File: src/rtl/charge_sequencer.sv
module charge_sequencer #(
  parameter int TICK_CYC = 60_000_000,
  parameter int FILT     = 4,
  parameter int T1_MIN   = 3,
  parameter int T2_MIN   = 76,
  parameter int TQ_MIN   = 204,
  parameter int TS_MIN   = 72,
  parameter int TOT_MIN  = 348,
  parameter int VSUP_LO  = 8030,
  parameter int VSUP_HI  = 8800,
  parameter int TST_LO   = -67,
  parameter int TST_HI   = 494,
  parameter int TRUN_LO  = -101,
  parameter int TRUN_HI  = 556,
  parameter int V_TRK2   = 5200,
  parameter int V_QUICK  = 6500,
  parameter int V_LOW    = 5700,
  parameter int I_FULL   = 68,
  parameter int I_TOPUP  = 33
) (
  input  logic               clk,
  input  logic               rst_n,
  input  logic               pwr_on,
  input  logic               dc_conn,
  input  logic               dc_volt_ok,
  input  logic               bat_id_ok,
  input  logic [15:0]        vsup_mv,
  input  logic [15:0]        vbat_mv,
  input  logic [15:0]        ibat_ma,
  input  logic signed [11:0] temp_dc,
  output logic [2:0]         isel,
  output logic [1:0]         led,
  output logic [2:0]         err_code
);
  localparam int PW = $clog2(TICK_CYC + 1);
  localparam int MW = $clog2(T1_MIN + T2_MIN + TQ_MIN + TS_MIN + TOT_MIN + 1);
  localparam int FW = $clog2(FILT + 1);
  localparam logic [15:0] VSL = 16'(VSUP_LO);
  localparam logic [15:0] VSH = 16'(VSUP_HI);
  localparam logic [15:0] VT2 = 16'(V_TRK2);
  localparam logic [15:0] VQK = 16'(V_QUICK);
  localparam logic [15:0] VLW = 16'(V_LOW);
  localparam logic [15:0] IFL = 16'(I_FULL);
  localparam logic [15:0] ITP = 16'(I_TOPUP);
  localparam logic signed [11:0] TSL = 12'(TST_LO);
  localparam logic signed [11:0] TSH = 12'(TST_HI);
  localparam logic signed [11:0] TRL = 12'(TRUN_LO);
  localparam logic signed [11:0] TRH = 12'(TRUN_HI);

  typedef enum logic [2:0] {S_IDLE, S_TRK1, S_TRK2, S_QUICK, S_SUPP, S_DONE, S_ERR} st_t;

  st_t state, nxt, cand, pend;
  logic [2:0] err_q, enxt, ecand, epend;
  logic [FW-1:0] fcnt;
  logic [PW-1:0] ppre, tpre;
  logic [MW-1:0] pmin, tmin, plim;

  wire gate     = !pwr_on && dc_conn && dc_volt_ok;
  wire sup_ok   = vsup_mv >= VSL && vsup_mv <= VSH;
  wire t_start  = temp_dc >= TSL && temp_dc <= TSH;
  wire t_run    = temp_dc >= TRL && temp_dc <= TRH;
  wire charging = state inside {S_TRK1, S_TRK2, S_QUICK, S_SUPP};

  always_comb begin
    cand  = state;
    ecand = 3'd0;
    case (state)
      S_IDLE:
        if (gate) begin
          if (!sup_ok)         begin cand = S_ERR; ecand = 3'd1; end
          else if (!bat_id_ok) begin cand = S_ERR; ecand = 3'd2; end
          else if (t_start)    cand = S_TRK1;
        end
      S_TRK1, S_TRK2, S_QUICK, S_SUPP:
        if (!(gate && sup_ok && bat_id_ok)) cand = S_IDLE;
        else if (!t_run) begin cand = S_ERR; ecand = 3'd5; end
        else if ((state == S_QUICK || state == S_SUPP) && vbat_mv <= VLW) begin
          cand = S_ERR; ecand = 3'd4;
        end
        else case (state)
          S_TRK1:  if (vbat_mv >= VT2) cand = S_TRK2;
          S_TRK2:  if (vbat_mv >= VQK) cand = S_QUICK;
          S_QUICK: if (ibat_ma <= IFL) cand = S_SUPP;
          default: if (ibat_ma <= ITP) cand = S_DONE;
        endcase
      S_DONE:  if (!(gate && sup_ok && bat_id_ok)) cand = S_IDLE;
      S_ERR:   if (pwr_on || !dc_conn) cand = S_IDLE;
      default: cand = S_IDLE;
    endcase
  end

  always_comb begin
    case (state)
      S_TRK1:  plim = MW'(T1_MIN);
      S_TRK2:  plim = MW'(T2_MIN);
      S_QUICK: plim = MW'(TQ_MIN);
      S_SUPP:  plim = MW'(TS_MIN);
      default: plim = '0;
    endcase
  end

  wire ptmo   = charging && pmin >= plim;
  wire ttmo   = charging && tmin >= MW'(TOT_MIN);
  wire moving = cand != state;
  wire same   = cand == pend && ecand == epend && fcnt != '0;
  wire commit = moving && (FILT <= 1 || (same && fcnt == FW'(FILT - 1)));

  always_comb begin
    nxt  = state;
    enxt = err_q;
    if (ttmo) begin
      nxt  = (state == S_SUPP) ? S_DONE : S_ERR;
      enxt = (state == S_SUPP) ? 3'd0 : 3'd3;
    end else if (ptmo) begin
      case (state)
        S_QUICK: begin nxt = S_SUPP; enxt = 3'd0; end
        S_SUPP:  begin nxt = S_DONE; enxt = 3'd0; end
        default: begin nxt = S_ERR;  enxt = 3'd3; end
      endcase
    end else if (commit) begin
      nxt  = cand;
      enxt = ecand;
    end
  end

  always_ff @(posedge clk) begin
    if (!rst_n) begin
      state <= S_IDLE;
      err_q <= '0;
      pend  <= S_IDLE;
      epend <= '0;
      fcnt  <= '0;
      ppre  <= '0;
      pmin  <= '0;
      tpre  <= '0;
      tmin  <= '0;
    end else begin
      state <= nxt;
      err_q <= enxt;
      pend  <= cand;
      epend <= ecand;
      if (!moving || nxt != state) fcnt <= '0;
      else if (same)               fcnt <= fcnt + 1'b1;
      else                         fcnt <= FW'(1);
      if (!charging || nxt != state) begin
        ppre <= '0; pmin <= '0;
      end else if (ppre == PW'(TICK_CYC - 1)) begin
        ppre <= '0; pmin <= pmin + 1'b1;
      end else ppre <= ppre + 1'b1;
      if (!charging) begin
        tpre <= '0; tmin <= '0;
      end else if (tpre == PW'(TICK_CYC - 1)) begin
        tpre <= '0; tmin <= tmin + 1'b1;
      end else tpre <= tpre + 1'b1;
    end
  end

  always_comb begin
    case (state)
      S_TRK1:  begin isel = 3'd1; led = 2'd1; end
      S_TRK2:  begin isel = 3'd2; led = 2'd1; end
      S_QUICK: begin isel = 3'd3; led = 2'd2; end
      S_SUPP:  begin isel = 3'd4; led = 2'd3; end
      S_DONE:  begin isel = 3'd0; led = 2'd3; end
      default: begin isel = 3'd0; led = 2'd0; end
    endcase
  end
  assign err_code = err_q;


  err_blank_chk: assert property (@(posedge clk) disable iff (!rst_n)
    err_code != 3'd0 |-> isel == 3'd0 && led == 2'd0);

  err_hold_chk: assert property (@(posedge clk) disable iff (!rst_n)
    state == S_ERR |=> state == S_ERR || state == S_IDLE);

  start_gate_chk: assert property (@(posedge clk) disable iff (!rst_n)
    $past(state) == S_IDLE && state == S_TRK1 |->
      $past(!pwr_on && dc_conn && dc_volt_ok && bat_id_ok));

  trk_adv_chk: assert property (@(posedge clk) disable iff (!rst_n)
    $past(state) == S_TRK1 && state == S_TRK2 |-> $past(vbat_mv) >= VT2);

  tot_bound_chk: assert property (@(posedge clk) disable iff (!rst_n)
    tmin <= MW'(TOT_MIN));
endmodule

File: config.mk
export PLATFORM = sky130hd
export DESIGN_NAME = charge_sequencer
export DESIGN_NICKNAME = d
export VERILOG_FILES = /design/src/rtl/charge_sequencer.sv
export SDC_FILE = /design/constraint.sdc
export NUM_CORES = 1
export LEC_CHECK = 0
export BUFFER_PORTS_ARGS = -buffer_cell sky130_fd_sc_hd__buf_2
export CAP_MARGIN = 20
export CORE_ASPECT_RATIO = 0.7
export CORE_MARGIN = 2
export CORE_UTILIZATION = 30
export CTS_BUF_LIST = sky130_fd_sc_hd__clkbuf_16
export CTS_CLUSTER_DIAMETER = 200
export DETAILED_ROUTE_END_ITERATION = 10
export PLACE_DENSITY_LB_ADDON = 0.1
export RECOVER_POWER = 100
export SLEW_MARGIN = 20
export SYNTH_ARGS = -nofsm -noshare
export SYNTH_HDL_FRONTEND = slang
export SYNTH_SLANG_ARGS = --single-unit
File: constraint.sdc
create_clock -name clk -period 3.2 [get_ports clk]
set_input_delay 0 -clock clk [delete_from_list [all_inputs] [get_ports clk]]
set_output_delay 0 -clock clk [all_outputs]
set_load 0.02 [all_outputs]
# Yosys cells after proc, flatten, opt, wreduce, memory -nomap -nowiden
# Cells that the tools add are included.
# W data, S select, Z words.
[classes]
n_mux = 36
magnitude_cmp = 13
reduce_logical = 36
eq_ne = 13
bitwise = 3
addsub = 5
[ops]
columns = ["cell", "count"]
rows = [
  ["$mux W3", 22],
  ["$add A26 B1 Y26 const B", 2],
  ["$eq A26 B26 Y1 const B", 2],
  ["$ge A16 B13 Y1 const B", 3],
  ["$pmux W8 S4", 1],
  ["$ge A12 B8 Y1 const B", 2],
  ["$pmux W3 S4", 2],
  ["$add A10 B1 Y10 const B", 2],
  ["$le A16 B13 Y1 const B", 1],
  ["$le A16 B14 Y1 const B", 1],
  ["$le A16 B6 Y1 const B", 1],
  ["$le A16 B7 Y1 const B", 1],
  ["$logic_and A1 B1 Y1", 14],
  ["$le A12 B10 Y1 const B", 1],
  ["$le A12 B11 Y1 const B", 1],
  ["$mux W2", 6],
  ["$ge A10 B10 Y1", 1],
  ["$ge A10 B9 Y1 const B", 1],
  ["$reduce_or A2 Y1", 5],
  ["$eq A3 B2 Y1 const B", 3],
  ["$eq A3 B3 Y1 const B", 3],
  ["$pmux W3 S3", 1],
  ["$reduce_or A3 Y1", 3],
  ["$eq A3 B3 Y1", 2],
  ["15 further kinds", 25],
]
[totals]
regBits = 87
input_bits = 66
elab_cells = 116

# Logic depth before layout (Yosys ltp)
# Gate-level depths: netlist of run 1.
[depth]
word_depth = 18
depth_mapped = 16
depth_no_buf = 13

# Worst setup path before layout of run 1
# Ideal clock, no wire load.
[synth_path]
path_kind = "register -> register"
startpoint = "register state[0]"
endpoint = "register ppre[17]"
slack_ns = 0.132
path_buffers = 3
synth_period_minus_slack_ns = 3.068
required_time_ns = 3.124
stages_incl_launch_ff = 17
t_arrival_ns = 2.992
cell_sequence = "dfxtp_1 buf_6 clkbuf_1 nor2b_1 nand2b_1 inv_1 ha_1 nand2b_1 a21o_1 a21oi_1 o21ai_0 a21oi_1 o211ai_1 nand2_1 o311ai_4 buf_6 nor3_2"
[synth_between]
elab_chain_len = 18
elab_cells_between_ends = 50
cone_classes = "order compare: 1; eq/ne: 10; mux: 25; reduce/logical: 14"
[synth_rtl]
columns = ["element", "line", "text"]
rows = [
  ["from (decl)", "52", "st_t state, nxt, cand, pend;"],
  ["from (signal assigned)", "138", "state <= nxt;"],
  ["branches (longest 16 deep; another with $pmux W3 S4)", "n/a", ""],
  ["$logic_or A1 B1 Y1 *", "145", "if (!charging || nxt != state) begin"],
  ["$reduce_or A3 Y1 (no source line) *", "n/a", ""],
  ["to (signal assigned)", "149", "end else ppre <= ppre + 1'b1;"],
  ["to (decl)", "55", "logic [PW-1:0] ppre, tpre;"],
]
# Mark *: on every way between the ends.
# A chain may end at the register's enable or synchronous reset.

# Final worst setup path of run 1
[layout_path]
startpoint = "register state[0]"
endpoint = "register ppre[21]"
# Same word-level chain as after synthesis.

==> results of run 1 <==
## metrics by stage
step	setup slack (ns)	total power [mW]	instances	cell area [um^2]
after global routing	0.006499	3.669	902	6000
after global placement	0.2069	2.428	879	5710
after detailed placement	0.1610	2.425	879	5710
after CTS	0.1372	3.429	897	6001
final	0.1619	3.432	902	6000
after floorplan	0.1323	2.102	590	5081
## repair_timing
item                                    CTS  global route
buffers inserted                          0             3
endpoints found under the setup margin    0            37
resized for setup                         0             7
hold endpoints to repair                  3             0
hold buffers                              2             0
## worst paths after layout
check / start / to / depth (start not counted) / slack, ns
hold / removal: vsup_mv[12] / epend[1] / 5 / 0.19
setup reg to reg: state[0] / ppre[21] / 12 / 0.16
setup / recovery: state[0] / ppre[21] / 12 / 0.16
hold reg to reg: tpre[0] / tpre[0] / 1 / 0.46
## report_power, final
part	leakage (nW)	internal, mW	switching, mW
sequential	0.703	1.13	0.0592
combinational	1.30	0.472	0.794
clock	0.127	0.525	0.450
total	2.13	2.13	1.30
## cells in the mapped netlist, drive strengths merged (7+ instances only)
library cell and instances:
dfxtp 87, nor2 65, nand2 44, xor2 41, nor3 36, xnor2 24, nand4 23, inv 22
a21oi 21, nand3 21, and3 18, o21ai 18, ha 14, or3 13, clkbuf 12, and2 10
and4 10, a211oi 9, buf 9, nor2b 8, nor4 7
## critical path, stage by stage, from the launching register on
cell	delay (ns)
dfxtp_2	0.37
or3_4	0.41
or3_1	0.41
buf_4	0.18
o21ai_0	0.19
a211oi_2	0.07
buf_4	0.16
xor2_2	0.18
nand4_4	0.18
o311ai_4	0.30
buf_4	0.18
buf_4	0.22
nor3_2	0.07
## cells by family after synthesis
group,after synthesis,share of synthesized area
fa+ha+maj,14,0.03447
buf+inv,44,0.04063
xor+xnor,65,0.1120
flops,87,0.3428
mux,2,0.006402
compound gates,97,0.1414
other cells,1,0.0007380
simple gates,280,0.3216
## layer usage
metal  GRT usage  part of all wire  routed length (um)
met1      0.2024              0.54                6640
met2      0.2089              0.40                4974
met3     0.03043             0.049                 603
met4     0.04667             0.014                 172
met5           0                 0                   0
## layout make-up
class | instances | area (um^2)
sequential | 87 | 1745
clock buffer | 9 | 225.2
multi-input combinational | 459 | 3103
fill | 1756 | 10450
tap | 225 | 281.5
clock inverter | 7 | 45.04
inverter | 23 | 86.33
timing repair buffer | 92 | 513.0
## registers in the layout, indices dropped and copies added, names as in the netlist
register	flops
pmin	10
pend	3
tmin	10
ppre	26
fcnt	3
err_code	3
state	3
tpre	26
epend	3
==> out/qor.txt, run 1 <==
Rows -> 39
commonest non-fill, non-tap cell in the layout -> dfxtp_1
core area -> 16,440 um^2
Setup-failing EPs final -> 0
share of cells above drive strength 1 -> 0.2024
Max FO, Critical Path -> 10
Pre-antenna DRT Iters -> 4
FF+latch count, synth -> 87
PwrDens -> 572.1 nW/um^2
Main synth FF type -> dfxtp_1
pin count of the biggest net entering global routing -> 36
vias per cell -> 4.999
Die ar. -> 18,010 um^2
TritonCTS clock tree -> built
vias in the first global route -> 4,311
DRC viols -> 0
Synth Area per Inst -> 8.612 um^2
remaining global-route overflow -> 0
Worst Hold Slack -> 0.1866 ns
Initial DRC Count -> 252
routed wire length -> 12,390 um
area leader, netlist -> dfxtp_1
Die W -> 159.6 um
Antenna diodes -> 0
clk root buf -> clkbuf_16
Max Cap Viol -> 0
min Tclk post-route -> 3.038 ns
GPL Wtd Cong -> 0.7948
register area share after synthesis -> 0.3428
Peak VDD IR -> 0.0002470 V
TNS Setup -> 0 ns
Hold Path Class -> in -> reg
Post-synth EDFFs -> 0
most frequent cells in the layout -> 84 x dfxtp_1, 65 x buf_2, 59 x nor2_1
status -> complete, no violations
port buffer count -> 73
dpl hpwl -> 9309 um
clock skew -> 0.008098 ns
drt wl/cell -> 13.74 um
Slew headroom -> 0.6232
required time of the critical path -> 3.43 ns
count of different cell masters after synthesis -> 74
clk_lat worst skew -> 0.34 ns
Leak -> 2.127 nW
Cells after Synth -> 590
share of the synthesized area in the top cell type -> 0.3428
Setup CP Type -> reg -> reg
antenna violations before repair -> 0
CTS Buf Count -> 9
Synth Warn # -> 0
Hold Violations, Final -> 0
Fmax -> 0.3292 GHz
first-pass GRT wire length -> 20,820 um
H-Tree Depth -> 3
Die Height -> 112.9 um
Worst EP arrival -> 3.27 ns
RSZ-0062 raised after global routing -> no
Sink Count -> 87
synthesized area -> 5081 um^2
area delta synth->final -> 18.07%
clk slew on worst S/H paths -> 0.07 ns
Final Slew Violations -> 0
Layout Nets -> 752
crit path capture type -> flip-flop
Total GRT Usage -> 0.1409
fin crit share -> 0.9494
ys async rst share -> 0
Post-Syn Nets -> 670
synth top area cells -> dfxtp_1 34%, xor2_1 7.1%, xnor2_1 4.1%
Worst Setup Start Kind -> flip-flop
Final ANT Viol Nets -> 0
Ports -> 74
Starting Density -> 0.3090
Clock Path Buffers -> 2
Finished Core Util -> 0.3648
vias -> 4,509
transition time of the tightest slew-check pin -> 0.5618 ns
(Power assumes the default switching activity.)
==> run 2, diff against run 1 <==
CORE_UTILIZATION = 55   (was 30)
==> out/qor.txt, run 2 (synthesis gave the netlist of run 1 again) <==
Max FO, Critical Path -> 15 (+5)
clk_lat worst skew -> 0.34 ns (about the same)
Worst EP arrival -> 3.23 ns (-0.04 ns)
Die Height -> 84.42 um (-25%)
Layout Cells excl Fill -> 792 (-12%)
Peak VDD IR -> 0.0003323 V (+35%)
Starting Density -> 0.5624 (+0.2534)
setup slack at placement -> 0.1520 ns (-0.009064 ns)
Total GRT Usage -> 0.2291 (+0.08825)
area delta synth->final -> 12.51%
Hold Crit Start -> vsup_mv[12]
fin crit share -> 0.9419 (-0.007466)
TNS Setup -> 0 ns (unchanged)
routed wire length -> 11,320 um (-8.7%)
worst path cell trace -> or3b_1, a221oi_2, o31ai_1, and2_0, a32oi_1, xnor2_1, or3_1, a311oi_1, a211oi_1
Fillers -> 798 (-55%)
Leak -> 2.080 nW (-2.2%)
status -> complete, no violations
met3 Track Usage GR -> 0.05503 (+0.02460)
first-pass GRT wire length -> 19,160 um (-8.0%)
Ports -> 74 (unchanged)
core area -> 9035 um^2 (-45%)
largest registers -> ppre: 26 flops, tpre: 26 flops
met2 Resource Use GR -> 0.3662 (+0.1573)
Rows -> 29 (-26%)
Sink Count -> 87 (unchanged)
crit path capture type -> flip-flop
Setup Buffers After CTS -> 0 (unchanged)
clk root buf -> clkbuf_16
GPL Wtd Cong -> 0.9403 (+18%)
Final Slew Violations -> 0 (unchanged)
Setup-failing EPs final -> 0 (unchanged)
Hold Path Class -> in -> reg
Final ANT Viol Nets -> 0 (unchanged)
share of cells above drive strength 1 -> 0.1632 (-0.03919)
remaining global-route overflow -> 0 (unchanged)
Initial DRC Count -> 258 (+2.4%)
commonest non-fill, non-tap cell in the layout -> dfxtp_1
total power -> 3.283 mW (-4.4%)
CTS Buf Count -> 9 (unchanged)
most frequent cells in the layout -> 85 x dfxtp_1, 66 x buf_2, 62 x nor2_1
Hold Violations, Final -> 0 (unchanged)
Max Cap Viol -> 0 (unchanged)
WHS Endpoint -> epend[1]
vias in the first global route -> 4,270 (-0.95%)
required time of the critical path -> 3.42 ns (about the same)
CP max stage cell -> or3_1
H-Tree Depth -> 3 (unchanged)
DRC viols -> 0 (unchanged)
met1 Use GR -> 0.3065 (+0.1040)
RSZ-0062 raised after global routing -> no
clock skew -> 0.007735 ns (-0.0003624 ns)
transition time of the tightest slew-check pin -> 1.015 ns (+0.4532 ns)
Finished Core Util -> 0.6327 (+0.2679)
Pre-antenna DRT Iters -> 5 (+1)
Die W -> 118.9 um (-25%)
Die ar. -> 10,040 um^2 (-44%)
CP max stage delay -> 0.51 ns (+0.10 ns)
final setup margin -> 0.1858 ns (+0.02389 ns)
TritonCTS clock tree -> built
count of cells along the worst hold path -> 5 (unchanged)
drt wl/cell -> 14.29 um (+4.0%)
min Tclk post-route -> 3.014 ns (-0.02389 ns)
Fmax -> 0.3318 GHz (+0.79%)
Slew headroom -> 0.3233 (-0.2999)
Setup CP Type -> reg -> reg
Antenna diodes -> 0 (unchanged)
worst reg2reg path endpoint -> err_code[1]
placed cells -> 775 (-12%)
Largest delay share family, worst path -> simple AND/OR/NAND/NOR gates
Worst R2R Setup Slack -> 0.19 ns (+0.02 ns)
dpl hpwl -> 8422 um (-9.5%)
PwrDens -> 574.2 nW/um^2 (+0.37%)
Worst Setup Start Kind -> flip-flop
vias -> 4,551 (+0.93%)
pin count of the biggest net entering global routing -> 36 (unchanged)
clk slew on worst S/H paths -> 0.06 ns (about the same)
port buffer count -> 73 (unchanged)
Clock Path Buffers -> 2 (unchanged)
worst reg2reg startpoint -> state[1]
busiest grt layer -> met2
Layout Nets -> 744 (-1.1%)
Buf/Inv on CP -> 0 (-4)
worst r2r path cells -> 9 (-3)
antenna violations before repair -> 0 (unchanged)
vias per cell -> 5.746 (+15%)
==> run 2: where the power goes <==
group | internal, mW | leakage (nW) | total [mW] | switching [mW]
Combinational | 0.401 | 1.24 | 1.11 | 0.713
Sequential | 1.13 | 0.703 | 1.19 | 0.0627
Clock | 0.528 | 0.134 | 0.974 | 0.446
Total | 2.06 | 2.08 | 3.28 | 1.22
==> run 2: metal layers <==
metal	wire length, um	part of all wire	vias up
li1	-	-	2287
met1	5550	0.49	2093
met2	4968	0.44	156
met3	658	0.058	15
met4	136	0.012	0
met5	0	0	-
==> run 2: stage by stage <==
step	hold slack, ns	area (um^2)
2_1_floorplan	0.07851	5081
3_3_place_gp	0.2497	5562
3_5_place_dp	0.2520	5562
4_1_cts	0.1715	5853
5_1_grt	0.2266	5717
6_report	0.1937	5717
==> run 2: layout make-up <==
type,instances,area [um^2],share of cell area
timing repair buffer,84,449.2,0.07857
tap,124,155.1,0.02714
sequential,87,1744,0.3051
clock inverter,6,46.29,0.008098
multi-input combinational,459,3010,0.5266
clock buffer,9,225.2,0.03940
inverter,23,86.33,0.01510
==> run 2: repair_timing <==
action                     in CTS  in global routing
resized for setup               0                  2
setup endpoints to repair       0                 38
hold endpoints to repair        3                  0
hold buffers                    2                  0
==> run 2: worst max-delay path by stage <==
stage,from,endpoint,slack (ns),depth (start not counted)
floorplan,state[0],ppre[17],0.13,16
global placement,state[1],ppre[3],0.22,10
detailed placement,state[1],ppre[13],0.15,10
CTS,state[1],ppre[2],0.13,10
global route,state[1],err_code[1],0.03,9
finish,state[1],err_code[1],0.19,9
==> run 2: worst register-to-register path: stages, from the launching register on <==
cell and delay [ns]:
dfxtp_2 0.39, or3b_1 0.44, a221oi_2 0.26, o31ai_1 0.16, and2_0 0.22, a32oi_1 0.33
xnor2_1 0.17, or3_1 0.51, a311oi_1 0.33, a211oi_1 0.08
